File: src/rtl/bcs_pkg.sv
package bcs_pkg;
  localparam int ADDR_W = 16;
  localparam int DATA_W = 8;
  localparam int KIND_W = 3;
  localparam int HI_W   = ADDR_W - DATA_W;

  typedef enum logic [2:0] {
    ST_IDLE, ST_T1, ST_T2, ST_TW, ST_T3, ST_T4, ST_HOLD
  } tstate_e;

  localparam logic [KIND_W-1:0] K_FETCH = 3'd0;
  localparam logic [KIND_W-1:0] K_MRD   = 3'd1;
  localparam logic [KIND_W-1:0] K_MWR   = 3'd2;
  localparam logic [KIND_W-1:0] K_IORD  = 3'd3;
  localparam logic [KIND_W-1:0] K_IOWR  = 3'd4;

  typedef struct packed {
    logic [KIND_W-1:0] kind;
    logic [ADDR_W-1:0] addr;
    logic [DATA_W-1:0] wdata;
  } cyc_t;

  function automatic logic kind_ok(input logic [KIND_W-1:0] k);
    return k <= K_IOWR;
  endfunction

  function automatic logic kind_rd(input logic [KIND_W-1:0] k);
    return (k == K_FETCH) || (k == K_MRD) || (k == K_IORD);
  endfunction

  function automatic logic kind_wr(input logic [KIND_W-1:0] k);
    return (k == K_MWR) || (k == K_IOWR);
  endfunction

  function automatic logic kind_io(input logic [KIND_W-1:0] k);
    return (k == K_IORD) || (k == K_IOWR);
  endfunction

  // {s1, s0}
  function automatic logic [1:0] kind_stat(input logic [KIND_W-1:0] k);
    if (k == K_FETCH) return 2'b11;
    if (kind_rd(k))   return 2'b10;
    return 2'b01;
  endfunction
endpackage

File: src/rtl/bcs_fsm.sv
module bcs_fsm
  import bcs_pkg::*;
(
  input  logic              clk,
  input  logic              rst,
  input  logic              start,
  input  logic [KIND_W-1:0] kind,
  input  logic [ADDR_W-1:0] addr,
  input  logic [DATA_W-1:0] wdata,
  input  logic              ready,
  input  logic              hold,
  output tstate_e           st_nxt,
  output cyc_t              cyc_nxt,
  output logic              capture,
  output logic              fin
);
  tstate_e st_q;
  cyc_t    cyc_q;
  logic    accept;
  logic    is_fetch;

  assign accept   = (st_q == ST_IDLE) && start && !hold && kind_ok(kind);
  assign is_fetch = (cyc_q.kind == K_FETCH);
  assign capture  = ((st_q == ST_T2) || (st_q == ST_TW)) && ready && kind_rd(cyc_q.kind);
  assign fin      = ((st_q == ST_T3) && !is_fetch) || (st_q == ST_T4);

  always_comb begin
    cyc_nxt = accept ? '{kind: kind, addr: addr, wdata: wdata} : cyc_q;
    st_nxt  = st_q;
    unique case (st_q)
      ST_IDLE: begin
        if (hold)        st_nxt = ST_HOLD;
        else if (accept) st_nxt = ST_T1;
      end
      ST_T1:   st_nxt = ST_T2;
      ST_T2,
      ST_TW:   st_nxt = ready ? ST_T3 : ST_TW;
      ST_T3: begin
        if (is_fetch)    st_nxt = ST_T4;
        else             st_nxt = hold ? ST_HOLD : ST_IDLE;
      end
      ST_T4:   st_nxt = hold ? ST_HOLD : ST_IDLE;
      ST_HOLD: st_nxt = hold ? ST_HOLD : ST_IDLE;
      default: st_nxt = ST_IDLE;
    endcase
  end

  always_ff @(posedge clk) begin
    if (rst) begin
      st_q  <= ST_IDLE;
      cyc_q <= '0;
    end else begin
      st_q  <= st_nxt;
      cyc_q <= cyc_nxt;
    end
  end
endmodule

File: src/rtl/bcs_drive.sv
module bcs_drive
  import bcs_pkg::*;
(
  input  logic              clk,
  input  logic              rst,
  input  tstate_e           st_nxt,
  input  cyc_t              cyc_nxt,
  input  logic              capture,
  input  logic              fin,
  input  logic [DATA_W-1:0] ad_in,
  output logic              busy,
  output logic              done,
  output logic [DATA_W-1:0] rdata,
  output logic              ale,
  output logic [HI_W-1:0]   addr_hi,
  output logic [DATA_W-1:0] ad_out,
  output logic              ad_oe,
  output logic              rd_n,
  output logic              wr_n,
  output logic              io_m,
  output logic              s1,
  output logic              s0,
  output logic              hlda,
  output logic              bus_oe
);
  logic active, strobe_ph, wr_ph, is_rd, is_wr;

  assign active    = (st_nxt == ST_T1) || (st_nxt == ST_T2) || (st_nxt == ST_TW)
                  || (st_nxt == ST_T3) || (st_nxt == ST_T4);
  assign strobe_ph = (st_nxt == ST_T2) || (st_nxt == ST_TW);
  assign is_rd     = kind_rd(cyc_nxt.kind);
  assign is_wr     = kind_wr(cyc_nxt.kind);
  assign wr_ph     = is_wr && (strobe_ph || (st_nxt == ST_T3));

  always_ff @(posedge clk) begin
    if (rst) begin
      busy    <= 1'b0;
      done    <= 1'b0;
      rdata   <= '0;
      ale     <= 1'b0;
      addr_hi <= '0;
      ad_out  <= '0;
      ad_oe   <= 1'b0;
      rd_n    <= 1'b1;
      wr_n    <= 1'b1;
      io_m    <= 1'b0;
      s1      <= 1'b0;
      s0      <= 1'b0;
      hlda    <= 1'b0;
      bus_oe  <= 1'b1;
    end else begin
      busy    <= active;
      done    <= fin;
      if (capture) rdata <= ad_in;
      ale     <= (st_nxt == ST_T1);
      addr_hi <= active ? cyc_nxt.addr[ADDR_W-1:DATA_W] : '0;
      if (st_nxt == ST_T1)  ad_out <= cyc_nxt.addr[DATA_W-1:0];
      else if (wr_ph)       ad_out <= cyc_nxt.wdata;
      else                  ad_out <= '0;
      ad_oe   <= (st_nxt == ST_T1) || wr_ph;
      rd_n    <= !(is_rd && strobe_ph);
      wr_n    <= !(is_wr && strobe_ph);
      io_m    <= active && kind_io(cyc_nxt.kind);
      {s1, s0} <= active ? kind_stat(cyc_nxt.kind) : 2'b00;
      hlda    <= (st_nxt == ST_HOLD);
      bus_oe  <= (st_nxt != ST_HOLD);
    end
  end
endmodule

File: src/rtl/bus_cycle_seq.sv
module bus_cycle_seq
  import bcs_pkg::*;
(
  input  logic              clk,
  input  logic              rst,
  input  logic              start,
  input  logic [KIND_W-1:0] kind,
  input  logic [ADDR_W-1:0] addr,
  input  logic [DATA_W-1:0] wdata,
  output logic              busy,
  output logic              done,
  output logic [DATA_W-1:0] rdata,
  output logic              ale,
  output logic [HI_W-1:0]   addr_hi,
  output logic [DATA_W-1:0] ad_out,
  output logic              ad_oe,
  input  logic [DATA_W-1:0] ad_in,
  output logic              rd_n,
  output logic              wr_n,
  output logic              io_m,
  output logic              s1,
  output logic              s0,
  input  logic              ready,
  input  logic              hold,
  output logic              hlda,
  output logic              bus_oe
);
  tstate_e st_nxt;
  cyc_t    cyc_nxt;
  logic    capture, fin;

  bcs_fsm u_fsm (
    .clk(clk), .rst(rst), .start(start), .kind(kind), .addr(addr),
    .wdata(wdata), .ready(ready), .hold(hold), .st_nxt(st_nxt),
    .cyc_nxt(cyc_nxt), .capture(capture), .fin(fin)
  );

  bcs_drive u_drive (
    .clk(clk), .rst(rst), .st_nxt(st_nxt), .cyc_nxt(cyc_nxt),
    .capture(capture), .fin(fin), .ad_in(ad_in), .busy(busy), .done(done),
    .rdata(rdata), .ale(ale), .addr_hi(addr_hi), .ad_out(ad_out),
    .ad_oe(ad_oe), .rd_n(rd_n), .wr_n(wr_n), .io_m(io_m), .s1(s1), .s0(s0),
    .hlda(hlda), .bus_oe(bus_oe)
  );
endmodule

File: config.mk
export PLATFORM = sky130hd
export DESIGN_NAME = bus_cycle_seq
export DESIGN_NICKNAME = d
export VERILOG_FILES = /design/src/rtl/bcs_pkg.sv /design/src/rtl/bcs_fsm.sv /design/src/rtl/bcs_drive.sv /design/src/rtl/bus_cycle_seq.sv
export SDC_FILE = /design/constraint.sdc
export NUM_CORES = 1
export LEC_CHECK = 0
export ABC_AREA = 1
export BUFFER_PORTS_ARGS = -buffer_cell sky130_fd_sc_hd__clkbuf_2
export CAP_MARGIN = 5
export CORE_MARGIN = 8
export CORE_UTILIZATION = 54
export CTS_CLUSTER_DIAMETER = 200
export DETAILED_ROUTE_END_ITERATION = 16
export GPL_TIMING_DRIVEN = 0
export PLACE_DENSITY_LB_ADDON = 0.08
export SYNTH_ARGS = -nofsm -noshare
export SYNTH_HDL_FRONTEND = slang
export SYNTH_SLANG_ARGS = --single-unit
File: constraint.sdc
create_clock -name clk -period 3.5 [get_ports clk]
set_clock_uncertainty 0.15 [all_clocks]
set_input_delay 0.175 -clock clk [delete_from_list [all_inputs] [get_ports clk]]
set_output_delay 0.175 -clock clk [all_outputs]
set_load 0.05 [all_outputs]
==> out/results.txt, run 1 <==
Initial DRC count: 118
Row cnt: 24
EDFF count, synth: 0
CTS Hold Bufs: 23
DIE AREA: 7030 um^2
CTS root buffer: clkbuf_8
R2R setup slack: 1.73 ns
Most common library cell in the layout ignoring fill and taps: clkbuf_2
Hold Vio Cnt, Final: 0
Min cycle time layout: 1.77 ns
DP Worst Slack: 1.74 ns
Hold Startpoint: addr[1]
Initial antenna violation count: 0
Worst reg2reg path startpoint: u_fsm.st_q[2]
Num Clock Sinks: 65
CORE AREA: 4380 um^2
Yosys cell types: 32
IO Pins: 75
Most frequent cells in the layout: clkbuf_2, dfxtp_1, nor2_1
Drt pass-1 iters: 4
First-pass GRT wire length: 10000 um
CTS-repair resized insts: 0
Kind of end point of the critical path: register
Static Leak: 0.00162 uW
Post-synth top flop: dfxtp_1
Register area: 1300 um^2
Sum of routed wire length over all layers: 6140 um
Max_cap viols: 0
Peak VDD IR: 451 uV
Cell Area, Synth: 2490 um^2
Worst-Margin Slew: 0.485 ns
Power per cell area: 662 nW/um^2
Ys Warns: 0
Post-CTS Setup Repair Bufs: 0
Net Count, Synth: 320
Worst-path clk slew: 0.07 ns
Final Setup Violations: 0
Number of global-route vias before repair: 2184
Hold WS: 0.00806 ns
Die H: 83.9 um
Status: finished clean
RR Endpoint: u_drive.ad_out[6]
FF+latch count, synth: 65
Crit path required time: 3.63 ns
Share of the synthesized area in the top cell type: 52.3%
Largest net degree at the start of global routing: 11
Synthesized area per cell: 8.88 um^2
Vias: 2203
Fmax: 566 MHz
RSZ-0062 raised after global routing: false
Layout cells sized above 1: 35.0%
Multi-input gate area: 1010 um^2
Vias/cell: 4.97
Worst Path Arrival: 1.89 ns
DRC: 0
Setup crit start: u_fsm.st_q[2]
Setup TNS: 0 ns
CTS tree: yes
GR Util All Layers: 17.5%
Total gr overflow: 0
R2R depth: 9
TritonCTS buffer count: 9
Routed WL per cell: 13.8 um
Dominant cell type by area after synthesis: dfxtp_1
Final period utilization: 50.5%
Die Wd: 83.9 um
Max-slew headroom: 67.5%
Routability congestion estimate: 0.865
CP max FO: 10
Synth area leaders: dfxtp_1, nor2_1, o21ai_0
Max Slew Vio Count: 0
Clk_lat worst skew: 0.34 ns
PortBufs: 73
Mapped Cells: 280
Register area share after synthesis: 52.3%
Fill cells: 325
CTS Buffer Depth: 2
CTS HTree Levels: 3
Synth-to-Final Area Change: 35.8%
Detail Placement HPWL: 4160 um
Worst setup margin: 1.73 ns
Final nets: 427
Min-delay worst type: primary input to register
Starting density of the core: 56.7%
ANT nets after route: 0
# diodes: 0
Async SR Flop Fraction: 0%
CP Capture Point: u_drive.ad_out[6]
Crit path kind: register to register
Startpoint types: register
==> final cells by class <==
| type | instances | share of cell area [%] |
|---|---|---|
| buffer | 13 | 3.00 |
| tap | 52 | 1.93 |
| clock buffer | 13 | 5.00 |
| sequential | 65 | 38.5 |
| clock inverter | 2 | 1.78 |
| timing repair buffer | 96 | 17.6 |
| inverter | 19 | 2.11 |
| multi-input combinational | 183 | 30.0 |
==> report_power, final <==
group	internal (uW)	leakage, uW	switching [uW]
sequential	831	0.000529	44.4
clock	456	0.000116	278
combinational	192	0.000976	433
==> through the flow <==
stage / instance area [um^2] / total power [uW] / util [%] / std cells
after floorplan: 2490 / 1350 / - / 280
after global placement: 2920 / 1480 / 66.5 / 405
after detailed placement: 2920 / 1490 / 66.5 / 405
after CTS: 3380 / 2230 / 77.0 / 443
after global routing: 3380 / 2340 / 77.0 / 443
final: 3380 / 2230 / 77.0 / 443
==> cells by family (layout without fill, tap and decap cells) <==
kind of cell	after synthesis	in the layout	share of synthesized area [%]
AND/OR/NAND/NOR	133	133	26.7
multiplexers	8	8	3.22
flip-flops	65	65	52.3
buffers and inverters	32	143	6.94
AO/OA/AOI/OAI	42	42	10.8
==> Yosys cell counts (3+ instances only) <==
| master | number |
|---|---|
| nand2_1 | 19 |
| or2_2 | 13 |
| nor2_4 | 3 |
| nand3_1 | 4 |
| or2_1 | 3 |
| mux2i_1 | 8 |
| dfxtp_1 | 65 |
| nand2_2 | 5 |
| buf_6 | 4 |
| nor3_1 | 5 |
| nand4_1 | 11 |
| nor2_1 | 63 |
| clkbuf_1 | 3 |
| inv_2 | 4 |
| inv_1 | 15 |
| o21ai_1 | 5 |
| o21ai_2 | 6 |
| o21ai_0 | 24 |
==> how the worst min path moves through the flow <==
stage                             endpoint  slack, ns  cells after the start
after global routing       u_fsm.cyc_q[10]       0.04                      3
after floorplan           u_drive.rdata[0]       0.16                      2
after CTS                  u_fsm.cyc_q[10]      0.006                      3
final                       u_fsm.cyc_q[9]      0.008                      3
after detailed placement  u_drive.rdata[2]       0.26                      3
after global placement    u_drive.rdata[2]       0.25                      3
==> state kept, by name, indices dropped and copies added (netlist names), 3 cells and up <==
register and flops:
u_fsm.st_q 3, u_fsm.cyc_q 27, u_drive.rdata 8, u_drive.addr_hi 8, u_drive.ad_out 8
==> layer usage <==
metal | global-route usage (%) | part of all wire [%]
met5 | 0 | 0
met2 | 31.2 | 52
met3 | 6.45 | 4.8
met1 | 18.2 | 42
met4 | 6.28 | 1.1
==> worst max-delay path, stage by stage, from the launching register on <==
cell and delay, ns:
dfxtp_1 0.44, inv_2 0.09, nand2_2 0.08, nor2_4 0.04, nand3_4 0.10, buf_6 0.16, buf_8 0.14, buf_6 0.15
nand4_1 0.16, o21ai_2 0.17
(Power assumes the default switching activity.)
==> run 2: changes to the inputs <==
Settings changed: ABC_AREA 1 to 0, CORE_UTILIZATION 54 to 43.
Clock period 3.5 ns to 1.49 ns, I/O delays scaled along.
==> out/results.txt, run 2 <==
Net Count, Synth: 255
Clock share of power: 34.6%
Vias: 2083
FF+latch count, synth: 57
Hold Vio Cnt, Final: 0
DIE AREA: 7280 um^2
Setup TNS: -21.88 ns
Worst-path clk slew: 0.06 ns
TritonCTS buffer count: 9
Final Setup Violations: 55
Post-synth top flop: dfxtp_1
Failing checks: negative setup slack
Row cnt: 25
Cell Area, Synth: 2070 um^2
Top-count cell post-synth: dfxtp_1
GR Util All Layers: 17.9%
Yosys cell types: 38
Mapped Cells: 215
Layout Utilization: 77.3%
Crit path required time: 1.61 ns
Share of the synthesized area in the top cell type: 55.2%
Biggest register: u_fsm.cyc_q
Num Clock Sinks: 57
Drt pass-1 iters: 4
Post-synth top cells: dfxtp_1, nand2_1, nor2_1
Async SR Flop Fraction: 0%
CTS HTree Levels: 3
Gate power share: 27.6%
Max reg flops: 19
Hold WS: 0.0417 ns
Status: finished with violations
Most common library cell in the layout ignoring fill and taps: clkbuf_2
EDFF count, synth: 0
Finished Layout Cells: 417
RSZ-0062 raised after global routing: true
Vias/cell: 5.00
Final nets: 399
Power per cell area: 1230 nW/um^2
Layout cells sized above 1: 45.5%
Initial DRC count: 113
Total gr overflow: 0
Initial antenna violation count: 0
CORE AREA: 4690 um^2
Ys Warns: 0
Sum of routed wire length over all layers: 6630 um
Worst Path Arrival: 2.15 ns
Synthesized area per cell: 9.61 um^2
PortBufs: 73
Number of global-route vias before repair: 2223
Max_cap viols: 0
ANT nets after route: 0
Starting density of the core: 44.0%
Switching Fraction: 29.6%
Peak VDD IR: 819 uV
Reg power frac: 37.8%
Final period utilization: 136%
Die Wd: 85.3 um
Synth-to-Final Area Change: 75.7%
First-pass GRT wire length: 10300 um
NetSw: 1320 uW
Kind of end point of the critical path: register
Total power: 4470 uW
CTS Buffer Depth: 2
Worst setup margin: -0.537 ns
CP max FO: 5
Crit path kind: register to register
Max-slew headroom: 45.8%
Internal power: 3150 uW
Largest net degree at the start of global routing: 11
Routability congestion estimate: 0.873
Dominant cell type by area after synthesis: dfxtp_1
Inst Count DP: 342
Max Slew Vio Count: 0
DRC: 0
Die H: 85.3 um
Routed WL per cell: 15.9 um
Min cycle time layout: 2.03 ns
Synth area leaders: dfxtp_1, mux2i_1, nand2_1
IO Pins: 75
Register area share after synthesis: 55.2%
Startpoint types: register
Most frequent cells in the layout: clkbuf_2, dfxtp_1, dlygate4sd3_1
CTS root buffer: clkbuf_8
Detail Placement HPWL: 3770 um
Min-delay worst type: primary input to register
# diodes: 0
CTS tree: yes
Clk_lat worst skew: 0.33 ns
Static Leak: 0.00156 uW
Worst-Margin Slew: 0.804 ns
Fmax: 493 MHz
run 2: cell types whose count changed in the layout (fill, tap and decap cells not counted), sizes merged, moves of 8 or more:
cell / delta
a22o: +8
inv: -13
nor2: -41
nor3: +8
buf: +20
mux2i: +8
or2: -13
a21oi: +12
dfxtp: -8
o21ai: -29
dlygate4sd3: +12
nand4: -11
run 2: through the flow:
stage / cell area, um^2 / setup slack [ns]
after CTS: 3460 / -0.499
after detailed placement: 2520 / -0.646
after floorplan: 2090 / -0.429
after global routing: 3630 / -0.588
after global placement: 2520 / -0.655
final: 3630 / -0.537
run 2: worst paths after layout:
path | startpoint | to | slack, ns | cells past startpoint
worst max-delay path | u_fsm.st_q[2] | u_drive.ad_out[4] | -0.54 | 6
worst min-delay path | kind[1] | u_drive.s0 | 0.04 | 4
worst max register to register | u_fsm.st_q[2] | u_drive.ad_out[4] | -0.54 | 6
worst min register to register | u_fsm.cyc_q[1] | u_fsm.cyc_q[1] | 0.31 | 2
run 2: final cells by class:
| class | count | area [um^2] |
|---|---|---|
| flip-flops and latches | 57 | 1150 |
| multi-input cells | 140 | 1100 |
| clock buffers | 12 | 145 |
| clock inverters | 3 | 65.1 |
| plain buffers | 12 | 104 |
| fillers | 289 | 1060 |
| inverters | 6 | 22.5 |
| well taps | 54 | 67.6 |
| repair buffers | 133 | 968 |
run 2: critical path, stage by stage, from the launching register on:
cell	delay, ns
dfxtp_4	0.34
or3b_4	0.40
or2_4	0.28
o32ai_4	0.29
and3_4	0.26
buf_6	0.12
a22o_1	0.13
run 2: kinds of logic (layout without fill, tap and decap cells):
| group | after synthesis | count (layout) | share of synthesized area (%) |
|---|---|---|---|
| XOR/XNOR | 1 | 1 | 0.424 |
| multiplexers | 17 | 17 | 8.30 |
| flip-flops | 57 | 57 | 55.2 |
| AO/OA/AOI/OAI | 38 | 38 | 12.5 |
| buffers and inverters | 19 | 166 | 3.88 |
| adder cells (fa/ha/maj) | 1 | 1 | 0.485 |
| AND/OR/NAND/NOR | 82 | 83 | 19.1 |
run 2: layer usage:
layer	routed length, um	vias up	track usage, %
li1	-	1028	-
met1	2610	973	17.7
met2	3460	66	33.2
met3	381	16	4.83
met4	167	0	9.71
met5	0	-	0
run 2: power groups by stage:
stage / Sequential (uW) / Clock [uW] / Combinational [uW]
3_5_place_dp: 1720 / 0 / 758
3_3_place_gp: 1720 / 0 / 757
5_1_grt: 1700 / 1620 / 1300
4_1_cts: 1680 / 1560 / 1080
2_1_floorplan: 1930 / 0 / 338
6_report: 1690 / 1550 / 1230
run 2: repair_timing:
action                     CTS  global route
hold endpoints to repair    44             0
pin swaps                    8             5
setup endpoints to repair   52            56
buffers inserted            20             2
resized for setup           42            35
hold buffers                35             0
gates cloned                 3             1
==> run 3: changes to the inputs <==
Settings changed: CTS_CLUSTER_SIZE set to 40, RECOVER_POWER set to 100, SLEW_MARGIN set to 20.
==> out/results.txt, run 3 (synthesis results as in run 2) <==
Max-slew headroom: 45.8%
Finished Layout Cells: 417
CTS tree: yes
Crit path kind: register to register
Detail Placement HPWL: 3770 um
Worst Path Arrival: 2.15 ns
CP Capture Point: u_drive.ad_out[4]
Setup crit start: u_fsm.st_q[2]
Worst-Margin Slew: 0.804 ns
# diodes: 0
Inst Count DP: 342
Max_cap viols: 0
Total power: 4460 uW
Min-delay worst type: primary input to register
RR Endpoint: u_drive.ad_out[4]
RSZ-0062 raised after global routing: true
Die Wd: 85.3 um
Row cnt: 25
Synth-to-Final Area Change: 73.7%
R2R setup slack: -0.54 ns
Max reg flops: 19
Crit path required time: 1.61 ns
Startpoint types: register
Placed cell areas: 2520 um^2
Drt pass-1 iters: 6
ANT nets after route: 0
DP Worst Slack: -0.646 ns
Die H: 85.3 um
Most frequent cells in the layout: dfxtp_1, clkbuf_2, clkbuf_1
Number of global-route vias before repair: 2223
Initial DRC count: 95
Failing checks: negative setup slack
PortBufs: 73
IO Pins: 75
Crit-path slowest cell: or3b_4
Status: finished with violations
Peak VDD IR: 817 uV
Worst-path clk slew: 0.06 ns
Worst setup margin: -0.539 ns
R2R depth: 6
GR Util All Layers: 17.9%
Fmax: 493 MHz
Vias/cell: 5.05
CTS HTree Levels: 3
Initial antenna violation count: 0
Worst reg2reg path startpoint: u_fsm.st_q[2]
Sum of routed wire length over all layers: 6640 um
DRC: 0
Num Clock Sinks: 57
CORE AREA: 4690 um^2
Total gr overflow: 0
Kind of end point of the critical path: register
Clk_lat worst skew: 0.33 ns
CTS root buffer: clkbuf_8
Slowest stage delay, CP: 0.40 ns
Final period utilization: 136%
Min cycle time layout: 2.03 ns
Layout cells sized above 1: 36.6%
DIE AREA: 7280 um^2
Hold Vio Cnt, Final: 0
Most common library cell in the layout ignoring fill and taps: dfxtp_1
WP buf/inv: 1
Biggest register: u_fsm.cyc_q
CP delay by family, top: simple AND/OR/NAND/NOR gates
Routability congestion estimate: 0.873
First-pass GRT wire length: 10300 um
Static Leak: 0.00145 uW
Levels on crit path: 6
Vias: 2104
Power per cell area: 1240 nW/um^2
CTS Buffer Depth: 2
TritonCTS buffer count: 9
Final nets: 399
Final Setup Violations: 55
Worst-path cell chain: or3b_4 > or2_4 > o32ai_4 > and3_4 > buf_6 > a22o_1
Routed WL per cell: 15.9 um
Design area: 3590 um^2
Max Slew Vio Count: 0
Starting density of the core: 44.0%
Fill cells: 311
CP max FO: 5
Largest net degree at the start of global routing: 11
==> run 3: changes by cell type in the layout (fill, tap and decap cells not counted) <==
cell / previous run / this run
clkbuf_2: 73 / 41
clkbuf_1: 8 / 40
==> run 3: metal layers <==
metal	up-vias	global-route usage, %	routed length [um]
met1	991	17.7	2640
met3	16	4.83	367
met2	68	33.2	3470
li1	1029	-	-
met5	-	0	0
met4	0	9.71	169
==> run 3: worst min-delay path by stage <==
stage	cells after the start	end	slack [ns]	startpoint
floorplan	1	u_drive.ad_out[0]	0.05	addr[0]
global placement	2	u_drive.ad_out[2]	0.14	addr[2]
CTS	4	u_drive.s0	0.02	kind[1]
global route	4	u_drive.s0	0.06	kind[1]
detailed placement	2	u_drive.ad_out[6]	0.14	addr[6]
finish	4	u_drive.s0	0.04	kind[1]
==> run 3: what timing repair did <==
action,4_1_cts,5_1_grt
setup buffers,20,2
resized for setup,42,35
hold buffers,35,0
pin swaps,8,5
setup endpoints to repair,52,56
hold endpoints to repair,44,0
gates cloned,3,1
==> run 3: worst reg2reg max path, delay by kind of cell, from the launching register on <==
kind | cells | cell delay [ns]
simple gates | 3 | 0.94
compound gates | 2 | 0.42
flops | 1 | 0.34
buf+inv | 1 | 0.12
==> run 3: metrics by stage <==
| step | hold slack [ns] | TNS (ns) | utilization, % |
|---|---|---|---|
| 4_1_cts | 0.0220 | -19.81 | 73.7 |
| 6_report | 0.0427 | -21.86 | 76.5 |
| 5_1_grt | 0.0629 | -24.56 | 76.5 |
| 3_5_place_dp | 0.142 | -20.12 | 53.7 |
| 2_1_floorplan | 0.0500 | -9.94 | - |
| 3_3_place_gp | 0.141 | -20.05 | 53.7 |
==> run 3: report_power, final <==
part / switching, uW / internal [uW] / leakage (uW)
clock network: 570 / 976 / 0.000106
registers: 62.7 / 1630 / 0.000465
logic: 689 / 530 / 0.000880
==> run 3: layout make-up <==
type | instances | area (um^2) | share of cell area [%]
buffer | 12 | 104 | 2.89
clock buffer | 12 | 145 | 4.04
clock inverter | 3 | 65.1 | 1.81
inverter | 6 | 22.5 | 0.628
multi-input combinational | 140 | 1100 | 30.8
sequential | 57 | 1150 | 32.1
tap | 54 | 67.6 | 1.88
timing repair buffer | 133 | 928 | 25.9
